## config.mk

```make
export PLATFORM = sky130hd
export DESIGN_NAME = irq_cmd_decoder
export DESIGN_NICKNAME = d
export VERILOG_FILES = /design/src/rtl/irq_cmd_pkg.sv /design/src/rtl/irq_cmd_ctrl.sv /design/src/rtl/irq_cmd_dpath.sv /design/src/rtl/irq_cmd_decoder.sv
export SDC_FILE = /design/constraint.sdc
export NUM_CORES = 1
export LEC_CHECK = 0
export ABC_AREA = 1
export ABC_CLOCK_PERIOD_IN_PS = 3400
export BUFFER_PORTS_ARGS = -buffer_cell sky130_fd_sc_hd__buf_2
export CAP_MARGIN = 0
export CORE_MARGIN = 4
export CORE_UTILIZATION = 50
export CTS_CLUSTER_SIZE = 25
export DETAILED_ROUTE_END_ITERATION = 7
export GPL_TIMING_DRIVEN = 0
export PLACE_DENSITY = 0.74
export SLEW_MARGIN = 5
export SYNTH_ARGS = -nofsm -noshare
export SYNTH_HDL_FRONTEND = slang
export SYNTH_HIERARCHICAL = 1
export SYNTH_SLANG_ARGS = --single-unit
export TNS_END_PERCENT = 100
```

## constraint.sdc

```tcl
create_clock -name clk -period 3.4 [get_ports clk]
set_input_delay 0.85 -clock clk [delete_from_list [all_inputs] [get_ports clk]]
set_output_delay 0.85 -clock clk [all_outputs]
set_load 0.03 [all_outputs]
```

## src/rtl/irq_cmd_pkg.sv

```systemverilog
package irq_cmd_pkg;
  localparam int LINES = 8;
  localparam int LINE_W = $clog2(LINES);
  localparam int DATA_W = 8;

  typedef enum logic [1:0] {
    ST_NORMAL,
    ST_WORD2,
    ST_WORD3,
    ST_WORD4
  } init_state_e;

  // Strobes from the control to the datapath; at most one access per cycle.
  typedef struct packed {
    logic startInit;
    logic loadBase;
    logic loadMode;
    logic loadMask;
    logic setSel;
    logic setSmm;
    logic setRotAeoi;
    logic eoiTop;
    logic eoiLine;
    logic rotate;
    logic setOff;
    logic ackReq;
    logic pollRead;
  } strobe_t;
endpackage

```

## src/rtl/irq_cmd_ctrl.sv

```systemverilog
module irq_cmd_ctrl
  import irq_cmd_pkg::*;
(
  input  logic              clk,
  input  logic              rst_n,
  input  logic              cs,
  input  logic              wr,
  input  logic              rd,
  input  logic              addr,
  input  logic [DATA_W-1:0] wdata,
  input  logic              intAck,
  output strobe_t           st,
  output logic              pollArmed
);
  init_state_e initState, stateNext;
  logic needWord4, singleCtl;
  logic wrCmd, wrData, armPoll;

  assign wrCmd  = cs & wr & ~addr;
  assign wrData = cs & wr & addr;

  always_comb begin
    st = '0;
    armPoll = 1'b0;
    stateNext = initState;
    if (wrCmd) begin
      if (wdata[4]) begin
        st.startInit = 1'b1;
        stateNext = ST_WORD2;
      end else if (wdata[3]) begin
        armPoll  = wdata[2];
        st.setSel = wdata[1];
        st.setSmm = wdata[6];
      end else begin
        unique case (wdata[7:5])
          3'd0, 3'd4: st.setRotAeoi = 1'b1;
          3'd1: st.eoiTop = 1'b1;
          3'd5: begin st.eoiTop = 1'b1; st.rotate = 1'b1; end
          3'd3: st.eoiLine = 1'b1;
          3'd7: begin st.eoiLine = 1'b1; st.rotate = 1'b1; end
          3'd6: st.setOff = 1'b1;
          default: ;
        endcase
      end
    end else if (wrData) begin
      unique case (initState)
        ST_NORMAL: st.loadMask = 1'b1;
        ST_WORD2: begin
          st.loadBase = 1'b1;
          if (!singleCtl)     stateNext = ST_WORD3;
          else if (needWord4) stateNext = ST_WORD4;
          else                stateNext = ST_NORMAL;
        end
        ST_WORD3: stateNext = needWord4 ? ST_WORD4 : ST_NORMAL;
        ST_WORD4: begin
          st.loadMode = 1'b1;
          stateNext = ST_NORMAL;
        end
        default: stateNext = ST_NORMAL;
      endcase
    end
    st.pollRead = cs & rd & ~wr & pollArmed;
    st.ackReq   = intAck | st.pollRead;
  end

  always_ff @(posedge clk or negedge rst_n) begin
    if (!rst_n) begin
      initState <= ST_NORMAL;
      needWord4 <= 1'b0;
      singleCtl <= 1'b0;
      pollArmed <= 1'b0;
    end else begin
      initState <= stateNext;
      if (st.startInit) begin
        needWord4 <= wdata[0];
        singleCtl <= wdata[1];
        pollArmed <= 1'b0;
      end else if (armPoll) begin
        pollArmed <= 1'b1;
      end else if (st.pollRead) begin
        pollArmed <= 1'b0;
      end
    end
  end

  // setup always waits for the second word after a start word
  a_r3_init_waits: assert property (@(posedge clk) disable iff (!rst_n)
    st.startInit |=> initState == ST_WORD2);
  // a poll read leaves poll disarmed
  a_r13_poll_disarm: assert property (@(posedge clk) disable iff (!rst_n)
    st.pollRead |=> !pollArmed);
endmodule

```

## src/rtl/irq_cmd_dpath.sv

```systemverilog
module irq_cmd_dpath
  import irq_cmd_pkg::*;
(
  input  logic              clk,
  input  logic              rst_n,
  input  strobe_t           st,
  input  logic              pollArmed,
  input  logic              cs,
  input  logic              rd,
  input  logic              addr,
  input  logic [DATA_W-1:0] wdata,
  input  logic [LINES-1:0]  irqReq,
  input  logic              pendValid,
  input  logic [LINE_W-1:0] pendLine,
  output logic [DATA_W-1:0] rdata,
  output logic [DATA_W-1:0] vecOut,
  output logic              ackValid,
  output logic [LINE_W-1:0] ackLine,
  output logic [LINES-1:0]  maskOut,
  output logic [LINES-1:0]  isrOut,
  output logic [LINE_W-1:0] prioOffset,
  output logic              nestedMode,
  output logic              autoEoiMode,
  output logic              specialMask
);
  localparam logic [DATA_W-1:0] BASE_MASK = ~DATA_W'(LINES - 1);

  logic [LINES-1:0]  maskReg, isrReg, isrNext;
  logic [DATA_W-1:0] baseReg;
  logic [LINE_W-1:0] offReg, offNext;
  logic nestedReg, aeoiReg, rotAeoiReg, regSelReg, smmReg;
  logic ackTake, topValid;
  logic [LINE_W-1:0] topLine, cmdLine;

  assign ackTake = st.ackReq & pendValid;
  assign cmdLine = wdata[LINE_W-1:0];

  // Rotated search over the in-service register; lowest distance from the offset wins.
  always_comb begin
    logic [LINE_W-1:0] idx;
    topValid = 1'b0;
    topLine  = '0;
    idx      = '0;
    for (int p = LINES - 1; p >= 0; p--) begin
      idx = offReg + LINE_W'(p);
      if (isrReg[idx]) begin
        topValid = 1'b1;
        topLine  = idx;
      end
    end
  end

  always_comb begin
    isrNext = isrReg;
    offNext = offReg;
    if (st.eoiTop && topValid) begin
      isrNext[topLine] = 1'b0;
      if (st.rotate) offNext = topLine + 1'b1;
    end
    if (st.eoiLine) begin
      isrNext[cmdLine] = 1'b0;
      if (st.rotate) offNext = cmdLine + 1'b1;
    end
    if (st.setOff) offNext = cmdLine + 1'b1;
    if (ackTake) begin
      if (aeoiReg) begin
        if (rotAeoiReg) offNext = pendLine + 1'b1;
      end else begin
        isrNext[pendLine] = 1'b1;
      end
    end
  end

  always_ff @(posedge clk or negedge rst_n) begin
    if (!rst_n) begin
      maskReg <= '0; isrReg <= '0; baseReg <= '0; offReg <= '0;
      nestedReg <= 1'b0; aeoiReg <= 1'b0; rotAeoiReg <= 1'b0;
      regSelReg <= 1'b0; smmReg <= 1'b0;
    end else if (st.startInit) begin
      maskReg <= '0; isrReg <= '0; baseReg <= '0; offReg <= '0;
      nestedReg <= 1'b0; aeoiReg <= 1'b0; rotAeoiReg <= 1'b0;
      regSelReg <= 1'b0; smmReg <= 1'b0;
    end else begin
      isrReg <= isrNext;
      offReg <= offNext;
      if (st.loadBase) baseReg <= wdata & BASE_MASK;
      if (st.loadMode) begin
        nestedReg <= wdata[4];
        aeoiReg   <= wdata[1];
      end
      if (st.loadMask)   maskReg    <= wdata;
      if (st.setSel)     regSelReg  <= wdata[0];
      if (st.setSmm)     smmReg     <= wdata[5];
      if (st.setRotAeoi) rotAeoiReg <= wdata[7];
    end
  end

  always_comb begin
    rdata = '0;
    if (cs && rd) begin
      if (pollArmed)      rdata = pendValid ? {1'b1, {(DATA_W-1-LINE_W){1'b0}}, pendLine} : '0;
      else if (addr)      rdata = maskReg;
      else if (regSelReg) rdata = isrReg;
      else                rdata = irqReq;
    end
  end

  assign vecOut      = baseReg | (pendValid ? DATA_W'(pendLine) : DATA_W'(LINES - 1));
  assign ackValid    = ackTake;
  assign ackLine     = pendLine;
  assign maskOut     = maskReg;
  assign isrOut      = isrReg;
  assign prioOffset  = offReg;
  assign nestedMode  = nestedReg;
  assign autoEoiMode = aeoiReg;
  assign specialMask = smmReg;

  // a start word empties mask and in-service state
  a_r2_init_clears: assert property (@(posedge clk) disable iff (!rst_n)
    st.startInit |=> (isrReg == '0) && (maskReg == '0));
  // a mask write holds the written byte
  a_r4_mask_load: assert property (@(posedge clk) disable iff (!rst_n)
    st.loadMask |=> maskReg == $past(wdata));
  // acknowledge without auto-EOI marks the line in service
  a_r7_ack_sets_isr: assert property (@(posedge clk) disable iff (!rst_n)
    (ackValid && !autoEoiMode) |=> isrReg[$past(ackLine)]);
  // acknowledge under auto-EOI leaves the in-service register alone
  a_r9_aeoi_keeps_isr: assert property (@(posedge clk) disable iff (!rst_n)
    (ackValid && autoEoiMode) |=> isrReg == $past(isrReg));
  // spurious acknowledge changes nothing
  a_r8_spurious_still: assert property (@(posedge clk) disable iff (!rst_n)
    (st.ackReq && !pendValid) |=> $stable(isrReg) && $stable(offReg));
  // specific EOI clears the named bit
  a_r11_specific_clears: assert property (@(posedge clk) disable iff (!rst_n)
    st.eoiLine |=> !isrReg[$past(wdata[LINE_W-1:0])]);
endmodule

```

## src/rtl/irq_cmd_decoder.sv

```systemverilog
module irq_cmd_decoder
  import irq_cmd_pkg::*;
(
  input  logic              clk,
  input  logic              rst_n,
  input  logic              cs,
  input  logic              wr,
  input  logic              rd,
  input  logic              addr,
  input  logic [DATA_W-1:0] wdata,
  output logic [DATA_W-1:0] rdata,
  input  logic [LINES-1:0]  irqReq,
  input  logic              pendValid,
  input  logic [LINE_W-1:0] pendLine,
  input  logic              intAck,
  output logic [DATA_W-1:0] vecOut,
  output logic              ackValid,
  output logic [LINE_W-1:0] ackLine,
  output logic [LINES-1:0]  maskOut,
  output logic [LINES-1:0]  isrOut,
  output logic [LINE_W-1:0] prioOffset,
  output logic              nestedMode,
  output logic              autoEoiMode,
  output logic              specialMask
);
  strobe_t st;
  logic pollArmed;

  irq_cmd_ctrl u_ctrl (
    .clk(clk), .rst_n(rst_n), .cs(cs), .wr(wr), .rd(rd), .addr(addr),
    .wdata(wdata), .intAck(intAck), .st(st), .pollArmed(pollArmed)
  );

  irq_cmd_dpath u_dpath (
    .clk(clk), .rst_n(rst_n), .st(st), .pollArmed(pollArmed),
    .cs(cs), .rd(rd), .addr(addr), .wdata(wdata), .irqReq(irqReq),
    .pendValid(pendValid), .pendLine(pendLine), .rdata(rdata),
    .vecOut(vecOut), .ackValid(ackValid), .ackLine(ackLine),
    .maskOut(maskOut), .isrOut(isrOut), .prioOffset(prioOffset),
    .nestedMode(nestedMode), .autoEoiMode(autoEoiMode), .specialMask(specialMask)
  );
endmodule

```

Yosys cells after proc, flatten, opt, wreduce, memory -nomap -nowiden
Cells that the tools add are included.

Flip-flop bits (word level): 37. Input bits: 27. Output and inout port bits: 42. Word-level logic and storage cells: 184.

Add/subtract/negate cells: 10. $lt $le $gt $ge: 14. Eq/ne operators: 10. Mux-type cells: 100. Bitwise logic cells: 16. Reduce and logical (&&, ||, !) cells: 21.

Operators with widths (count): 8-bit two-way mux (14); 3-bit two-way mux (20); 1-bit two-way mux (45); 3-bit by 4-bit less-than comparator with 1-bit output (second input constant) (11); 1-bit binary-select mux with 3-bit select (8); 8-bit bitwise AND (2); 8-bit NOT (2); 8-bit OR (2); 7-bit two-way mux (2); 2-bit nonzero test (7); 3-bit by 1-bit adder with 3-bit output (second input constant) (4); 3-bit adder (second input constant) (4); 3-bit equality test (second input constant) (4); 2-bit two-way mux (6); 1-bit demux with 3-bit select (3); 3-bit by 1-bit greater-or-equal comparator with 1-bit output (second input constant) (3); 2-bit OR reduction (4); 1-bit bitwise AND (7); 3-bit by 2-bit adder with 3-bit output (second input constant) (2); 2-bit one-hot mux with 3 select lines (1); 1-bit logical AND (5); 5-bit two-way mux (1); 2-bit equality test (second input constant) (2); 4-bit nonzero test (1); 10 further kinds (11).

Longest topological paths before layout
Gate-level depths: netlist of run 1.

Depth in word-level cells: 24. Depth in mapped cells: 25. Mapped depth without buffers: 25.

Hierarchy
The synthesis of run 1 kept the hierarchy.

Modules (own cells, without submodules): irq_cmd_dpath (times used 1, cells an instance 379, area each 2534.9 µm², seq. area each 725.7 µm²); irq_cmd_ctrl (times used 1, cells an instance 66, area each 439.2 µm², seq. area each 125.1 µm²).

Worst setup path after synthesis of run 1
Ideal clock, no wire load.

Kind: register -> register. From: register u_dpath.offReg[1], in the netlist u_dpath/prioOffset[1]. To: register u_dpath.offReg[2], in the netlist u_dpath/prioOffset[2]. Data arrival time: 2698 ps. Data required time: 3264 ps. Setup slack: 566 ps. Stages on the path, launching flop included: 25. Path buffers: 1. Cells stage by stage: dfrtp_1 buf_4 inv_4 ha_1 inv_1 nand3_2 nand3_4 nand2_4 nor2_4 nand3_1 nand2_1 nand2_1 nand3_1 nand2_1 nand2_2 nand2_4 inv_2 ha_1 nand3_1 nand3_1 nand2_1 nand2_1 nand2_1 nand2_1 a21oi_1.

Longest elaborated chain between the ends: 21.

RTL lines: from (decl) (line irq_cmd_dpath.sv:30) `logic [LINE_W-1:0] offReg, offNext;`; from (signal assigned) (line irq_cmd_dpath.sv:85) `offReg <= offNext;`; 3-bit adder (line irq_cmd_dpath.sv:45) `idx = offReg + LINE_W'(p);`; 1-bit binary-select mux with 3-bit select (line irq_cmd_dpath.sv:46) `if (isrReg[idx]) begin`; 1-bit two-way mux (not written as such) (line irq_cmd_dpath.sv:46); 3-bit two-way mux (8 in a row) (line irq_cmd_dpath.sv:46); 3-bit by 1-bit adder with 3-bit output (line irq_cmd_dpath.sv:58) `if (st.rotate) offNext = topLine + 1'b1;`; 3-bit two-way mux (line irq_cmd_dpath.sv:58); 3-bit two-way mux (*) (line irq_cmd_dpath.sv:56) `if (st.eoiTop && topValid) begin`; 3-bit two-way mux (line irq_cmd_dpath.sv:62) `if (st.rotate) offNext = cmdLine + 1'b1;`; 3-bit two-way mux (*) (line irq_cmd_dpath.sv:60) `if (st.eoiLine) begin`; 3-bit two-way mux (*) (line irq_cmd_dpath.sv:64) `if (st.setOff) offNext = cmdLine + 1'b1;`; 3-bit two-way mux (line irq_cmd_dpath.sv:67) `if (rotAeoiReg) offNext = pendLine + 1'b1;`; 3-bit two-way mux (line irq_cmd_dpath.sv:66) `if (aeoiReg) begin`; 3-bit two-way mux (*) (line irq_cmd_dpath.sv:65) `if (ackTake) begin`; 3-bit two-way mux (*) (line irq_cmd_dpath.sv:79) `end else if (st.startInit) begin`.

Mark *: on every way between the ends. The rest lies on a longest branch, timed or not. The select of a mux whose other input is x is not followed. A chain may end at the register's enable or synchronous reset.

Worst setup path in the final report of run 1
From: register u_dpath.offReg[0], in the netlist u_dpath/prioOffset[0]. To: register u_dpath.offReg[2], in the netlist u_dpath/prioOffset[2].

The elaborated chain is that of the path after synthesis.

==> impl_metrics.py, run 1 <==
metrics = {
    "clock_network": {
        "cts_made_buffers": 5,
        "clock-sinks": 34,
        "post_cts_buffers": 0,
        "htreeDepth": 2,
        "cts_root_buf": "clkbuf_8",
        "clk_latency_ns": 0.29,
        "clkTransAtPathRegs_ns": 0.07,
        "cts_buffer_depth": 2,
        "cts_tree": "built",
    },
    "die": {
        "num_rows": 27,
        "io_pins": 69,
        "start_util_pct": 52.7,
        "die_width_um": 85.1,
        "coreArea_mm2": 0.00564,
        "die-area_mm2": 0.00725,
        "chipHeight_um": 85.1,
    },
    "finish": {
        "nNetsFinal": 552,
        "drive_gt1_share_pct": 27.7,
        "stdcell_count": 592,
        "fin_area_mm2": 0.00348,
        "n_antenna_cell": 0,
        "fillers": 579,
        "area_growth_pct": 17.0,
    },
    "min_path": {
        "holdPathStages": 2,
        "hp-class": "register to register",
        "min-delay-start": "u_dpath/nestedMode",
        "min_to": "u_dpath/nestedMode",
    },
    "routing": {
        "drtPass1Iterations": 7,
        "vias": 3214,
        "viasPerCell": 5.43,
        "drc": 0,
        "ant_nets": 0,
        "wire_per_inst_um": 14.4,
        "drt_iter0_drc": 195,
        "wl_mm": 8.50,
    },
    "critical_path": {
        "r2r-start": "u_dpath/prioOffset[0]",
        "cp-start-kind": "register",
        "worstPathArrival_ns": 3.19,
        "required_ns": 3.61,
        "cp_max_fo": 9,
        "reg2reg_to": "u_dpath/prioOffset[2]",
        "reg2reg_slack_ns": 0.42,
        "cp-end-kind": "register",
        "reg2reg_depth": 24,
        "critPathKind": "register to register",
    },
    "timing": {
        "period_needed_ns": 2.98,
        "fmax_mhz": 335,
        "worst_pin_slew_ns": 0.745,
        "fin_tns_setup_ns": 0,
        "rsz0062_at_grt": "no",
        "hold_viol": 0,
        "fin_crit_sh_pct": 87.7,
        "drv_slew": 0,
        "clock_skew_ns": 0.00628,
        "maxSlewHeadroom_pct": 50.3,
        "setup_violations": 0,
    },
    "pwr": {
        "powerDensity_mw_per_mm2": 872,
        "leakagePower_nw": 1.85,
        "ir_worst_vdd_v": 0.000486,
        "p_total_mw": 3.04,
    },
    "yosys": {
        "synth_area_mm2": 0.00297,
        "yosys.area.top_type": "dfrtp_1",
        "yosys.cell_types.count": 39,
        "ys_top_cells_by_area": "dfrtp_1 29%, nand2_1 17%, nand3_1 7.6%",
        "yosysWarnings": 6,
        "synthCells": 445,
        "synth-seq-cells": 34,
        "yosysMostFrequentCell": "nand2_1",
        "syn_area_per_cell_um2": 6.68,
        "ys_seq_area_share_pct": 28.6,
        "async_flop_share_pct": 100,
        "synth-edff-count": 0,
        "ys_top_cells_by_count": "132 x nand2_1, 45 x nand3_1, 44 x inv_1",
        "synth_top_area_share_pct": 28.6,
        "syn_nets": 477,
        "synth_flop_cell": "dfrtp_1",
    },
    "placed_design": {
        "dp_hpwl_mm": 6.77,
        "port_buffers": 68,
        "place.gp.congestion": 0.926,
        "placed_area_mm2": 0.00340,
        "dp.cells": 585,
    },
    "job": {
        "drv_cap": 0,
    },
    "global_routing": {
        "grt_pass1_wl_mm": 14.3,
        "busiest_layer": "met2",
        "grt_max_degree": 35,
        "grt.total_usage_pct": 24.2,
        "met1_usage_pct": 33.7,
        "grt_pass1_vias": 3027,
        "antenna_found_initial": 0,
        "use_met3_pct": 3.59,
        "gr-total-overflow": 0,
        "grt_use_met2_pct": 39.7,
    },
    "outcome": {
        "outcome": "finished clean",
    },
}
routing by layer:
layer	vias up	part of all wire (%)
li1	1606	-
met1	1481	45
met2	118	47
met3	9	6.6
met4	0	0.92
met5	-	0
kinds of logic (layout without fill, tap and decap cells):
group	count (synthesis)	count (layout)	share of synthesized area, %
flip-flops	34	34	28.6
buffers and inverters	69	144	9.72
adder cells (fa/ha/maj)	5	5	2.10
AO/OA/AOI/OAI	75	75	13.8
AND/OR/NAND/NOR	259	259	44.9
XOR/XNOR	3	3	0.884
critical path, stage by stage, from the launching register on:
cell	delay, ns
dfrtp_1	0.48
inv_2	0.14
ha_1	0.45
inv_2	0.17
nand3_2	0.13
nand3_4	0.12
nand2_4	0.07
nor2_4	0.12
nand3_1	0.07
nand2_1	0.06
nand2_1	0.04
nand3_1	0.06
nand2_1	0.06
nand2_2	0.07
nand2_4	0.07
inv_2	0.10
ha_1	0.17
inv_1	0.04
nand2_1	0.05
nand3_1	0.06
nand2_1	0.06
nand2_1	0.04
nand2_1	0.06
nand2_1	0.05
a21oi_1	0.14
area by class of cell:
class / count / area [um^2] / share of cell area [%]
Tap cell: 72 / 90.1 / 2.59
Inverter: 59 / 225 / 6.47
Sequential cell: 34 / 851 / 24.4
Clock buffer: 7 / 76.3 / 2.19
Buffer: 10 / 63.8 / 1.83
Timing Repair Buffer: 68 / 340 / 9.78
Multi-Input combinational cell: 342 / 1830 / 52.7
repair_timing:
action,in CTS,in global routing
hold buffers,0,0
hold endpoints to repair,0,0
resized for setup,0,1
setup endpoints to repair,0,1
cells in the final DEF (no fill, tap or decap), types with 8 or more instances in the layout:
cell type and count:
nand2_1 132, buf_2 68, nand3_1 45, inv_1 43, dfrtp_1 34, o21ai_0 33, a21oi_1 26, nor2_1 21
nand3_2 15, nand2_2 13, inv_2 12, nand2_4 8
registers in the layout (all words and copies together) (netlist names), 2 cells and up:
register	flops
u_dpath/maskOut	8
u_ctrl/initState	2
u_dpath/prioOffset	3
u_dpath/isrOut	8
u_dpath/baseReg	5
power by group:
| part | switching [mW] | total, mW | internal [mW] |
|---|---|---|---|
| Clock | 0.141 | 0.282 | 0.141 |
| Sequential | 0.128 | 0.658 | 0.530 |
| Combinational | 1.43 | 2.10 | 0.671 |
| Total | 1.70 | 3.04 | 1.34 |
per-stage QoR:
step	setup WS [ns]	util, %	hold WS, ns
after floorplan	0.566	-	0.454
after global placement	0.375	60.3	0.467
after detailed placement	0.370	60.3	0.480
after CTS	0.329	61.7	0.502
after global routing	0.00963	61.7	0.534
final	0.419	61.7	0.506
worst max-delay path by stage:
stage | cells after the start | to | startpoint | slack, ns
floorplan | 24 | u_dpath/prioOffset[2] | u_dpath/prioOffset[1] | 0.57
global placement | 24 | u_dpath/prioOffset[2] | u_dpath/prioOffset[0] | 0.37
detailed placement | 24 | u_dpath/prioOffset[2] | u_dpath/prioOffset[0] | 0.37
CTS | 24 | u_dpath/prioOffset[2] | u_dpath/prioOffset[0] | 0.33
global route | 22 | u_dpath/prioOffset[2] | u_dpath/prioOffset[0] | 0.01
finish | 24 | u_dpath/prioOffset[2] | u_dpath/prioOffset[0] | 0.42
No activity file was read; power rests on OpenSTA's default activity.
==> run 2, diff against run 1 <==
--- a/config.mk
+++ b/config.mk
@@ -15,6 +15,7 @@
 export DETAILED_ROUTE_END_ITERATION = 7
 export GPL_TIMING_DRIVEN = 0
 export PLACE_DENSITY = 0.74
+export RECOVER_POWER = 25
 export SLEW_MARGIN = 5
 export SYNTH_ARGS = -nofsm -noshare
 export SYNTH_HDL_FRONTEND = slang
==> run 2 against run 1 <==
The flow now finishes with violations (capacitance limit, slew limit). Utilization about the same. Via count increased by 0.22%. Clock skew decreased by 0.00087 ns. First-iteration DRC count increased by 9.7%. Final cell count unchanged. Sequential share of layout area about the same. Highest routed layer unchanged. Maximum frequency decreased by 0.87%. Critical path depth unchanged.
==> impl_metrics.py, run 2 (synthesized netlist as in run 1, its figures left out) <==
metrics = {
    "critical_path": {
        "cp-start-kind": "register",
        "worstPathArrival_ns": 3.21,
        "cp-end-kind": "register",
        "cp_max_fo": 9,
        "required_ns": 3.60,
        "critPathKind": "register to register",
    },
    "routing": {
        "vias": 3221,
        "wire_per_inst_um": 14.4,
        "viasPerCell": 5.44,
        "wl_mm": 8.50,
        "ant_nets": 0,
        "drc": 0,
        "drt_iter0_drc": 214,
        "drtPass1Iterations": 5,
    },
    "timing": {
        "clock_skew_ns": 0.00542,
        "setup_violations": 0,
        "worst_slack_ns": 0.393,
        "fin_crit_sh_pct": 88.5,
        "maxSlewHeadroom_pct": -19.2,
        "rsz0062_at_grt": "no",
        "hold_viol": 0,
        "fmax_mhz": 333,
        "worst_pin_slew_ns": 1.79,
        "fin_tns_setup_ns": 0,
        "drv_slew": 35,
        "period_needed_ns": 3.01,
    },
    "die": {
        "coreArea_mm2": 0.00564,
        "chipHeight_um": 85.1,
        "io_pins": 69,
        "start_util_pct": 52.7,
        "num_rows": 27,
        "die_width_um": 85.1,
        "die-area_mm2": 0.00725,
    },
    "finish": {
        "stdcell_count": 592,
        "final_common_cell": "nand2_1",
        "fin_area_mm2": 0.00348,
        "seq_area_um2": 851,
        "area_growth_pct": 17.0,
        "nNetsFinal": 552,
        "drive_gt1_share_pct": 27.5,
        "n_antenna_cell": 0,
        "multi_input_area_mm2": 0.00183,
        "layout_common_cells": "132 x nand2_1, 67 x buf_2, 45 x nand3_1",
        "fillers": 580,
    },
    "clock_network": {
        "cts_buffer_depth": 2,
        "cts_tree": "built",
        "cts_root_buf": "clkbuf_8",
        "post_cts_buffers": 0,
        "htreeDepth": 2,
        "clock-sinks": 34,
        "clk_latency_ns": 0.29,
        "clkTransAtPathRegs_ns": 0.07,
        "cts_made_buffers": 5,
    },
    "placed_design": {
        "dp_worst_setup_slack_ns": 0.370,
        "placed_area_mm2": 0.00340,
        "port_buffers": 68,
        "dp.cells": 585,
        "place.gp.congestion": 0.926,
        "dp_hpwl_mm": 6.77,
    },
    "global_routing": {
        "grt_pass1_wl_mm": 14.3,
        "grt_max_degree": 35,
        "gr-total-overflow": 0,
        "grt.total_usage_pct": 24.2,
        "grt_pass1_vias": 3027,
        "antenna_found_initial": 0,
    },
    "job": {
        "drv_cap": 1,
    },
    "pwr": {
        "ir_worst_vdd_v": 0.000490,
        "seqPwrFrac_pct": 21.6,
        "leakagePower_nw": 1.85,
        "powerDensity_mw_per_mm2": 874,
        "power_switching_mw": 1.70,
        "swShare_pct": 55.9,
        "p_int_mw": 1.34,
        "power_frac_clock_pct": 9.3,
        "p_comb_share_pct": 69.1,
    },
    "outcome": {
        "violations": "capacitance limit, slew limit",
        "outcome": "complete, but fails checks",
    },
    "min_path": {
        "hp-class": "register to register",
    },
}
-- run 2: layout make-up --
cell class | count | share of cell area, %
Multi-Input combinational cell | 342 | 52.7
Inverter | 59 | 6.47
Sequential cell | 34 | 24.5
Timing Repair Buffer | 68 | 9.74
Clock buffer | 7 | 2.19
Buffer | 10 | 1.83
Tap cell | 72 | 2.59
-- run 2: metrics by stage --
step           hold slack, ns  total power [mW]  utilization, %
5_1_grt                 0.534              3.33            61.7
6_report                0.507              3.04            61.7
2_1_floorplan           0.454              2.29               -
3_3_place_gp            0.467              2.71            60.3
4_1_cts                 0.502              3.03            61.7
3_5_place_dp            0.480              2.75            60.3
-- run 2: critical path, stage by stage (launching register included) --
cell,delay (ns)
dfrtp_1,0.48
inv_2,0.15
ha_1,0.46
inv_2,0.17
nand3_2,0.13
nand3_4,0.12
nand2_4,0.07
nor2_4,0.12
nand3_1,0.07
nand2_1,0.06
nand2_1,0.05
nand3_1,0.06
nand2_1,0.06
nand2_2,0.07
nand2_4,0.07
inv_2,0.10
ha_1,0.17
inv_1,0.04
nand2_1,0.05
nand3_1,0.06
nand2_1,0.06
nand2_1,0.04
nand2_1,0.06
nand2_1,0.05
a21oi_1,0.15
-- run 2: routing by layer --
metal | share of wire [%] | GRT usage, % | routed length, um | vias to the layer above
li1 | - | - | - | 1603
met1 | 45 | 33.7 | 3860 | 1493
met2 | 47 | 39.7 | 4020 | 114
met3 | 6.3 | 3.59 | 536 | 11
met4 | 0.99 | 5.32 | 84 | 0
met5 | 0 | 0 | 0 | -
-- run 2: power groups by stage --
stage | sequential, mW | combinational, mW | clock (mW)
4_1_cts | 0.658 | 2.09 | 0.285
5_1_grt | 0.677 | 2.35 | 0.306
3_3_place_gp | 0.661 | 2.05 | 0
2_1_floorplan | 0.842 | 1.45 | 0
6_report | 0.658 | 2.10 | 0.282
3_5_place_dp | 0.665 | 2.08 | 0
-- run 2: what timing repair did --
item / CTS / global route
hold buffers: 0 / 0
resized for setup: 0 / 1
setup endpoints to repair: 0 / 1
-- run 2: final timing paths --
path / from / end / slack [ns] / depth (start not counted)
worst min-delay path: u_ctrl/singleCtl / u_ctrl/singleCtl / 0.51 / 2
worst min register to register: u_ctrl/singleCtl / u_ctrl/singleCtl / 0.51 / 2
max in group asynchronous: rst_n / u_ctrl/pollArmed / 1.33 / 1
worst max register to register: u_dpath/prioOffset[0] / u_dpath/prioOffset[2] / 0.39 / 24
worst max-delay path: u_dpath/prioOffset[0] / u_dpath/prioOffset[2] / 0.39 / 24
min in group asynchronous: rst_n / u_ctrl/initState[0] / 1.04 / 1
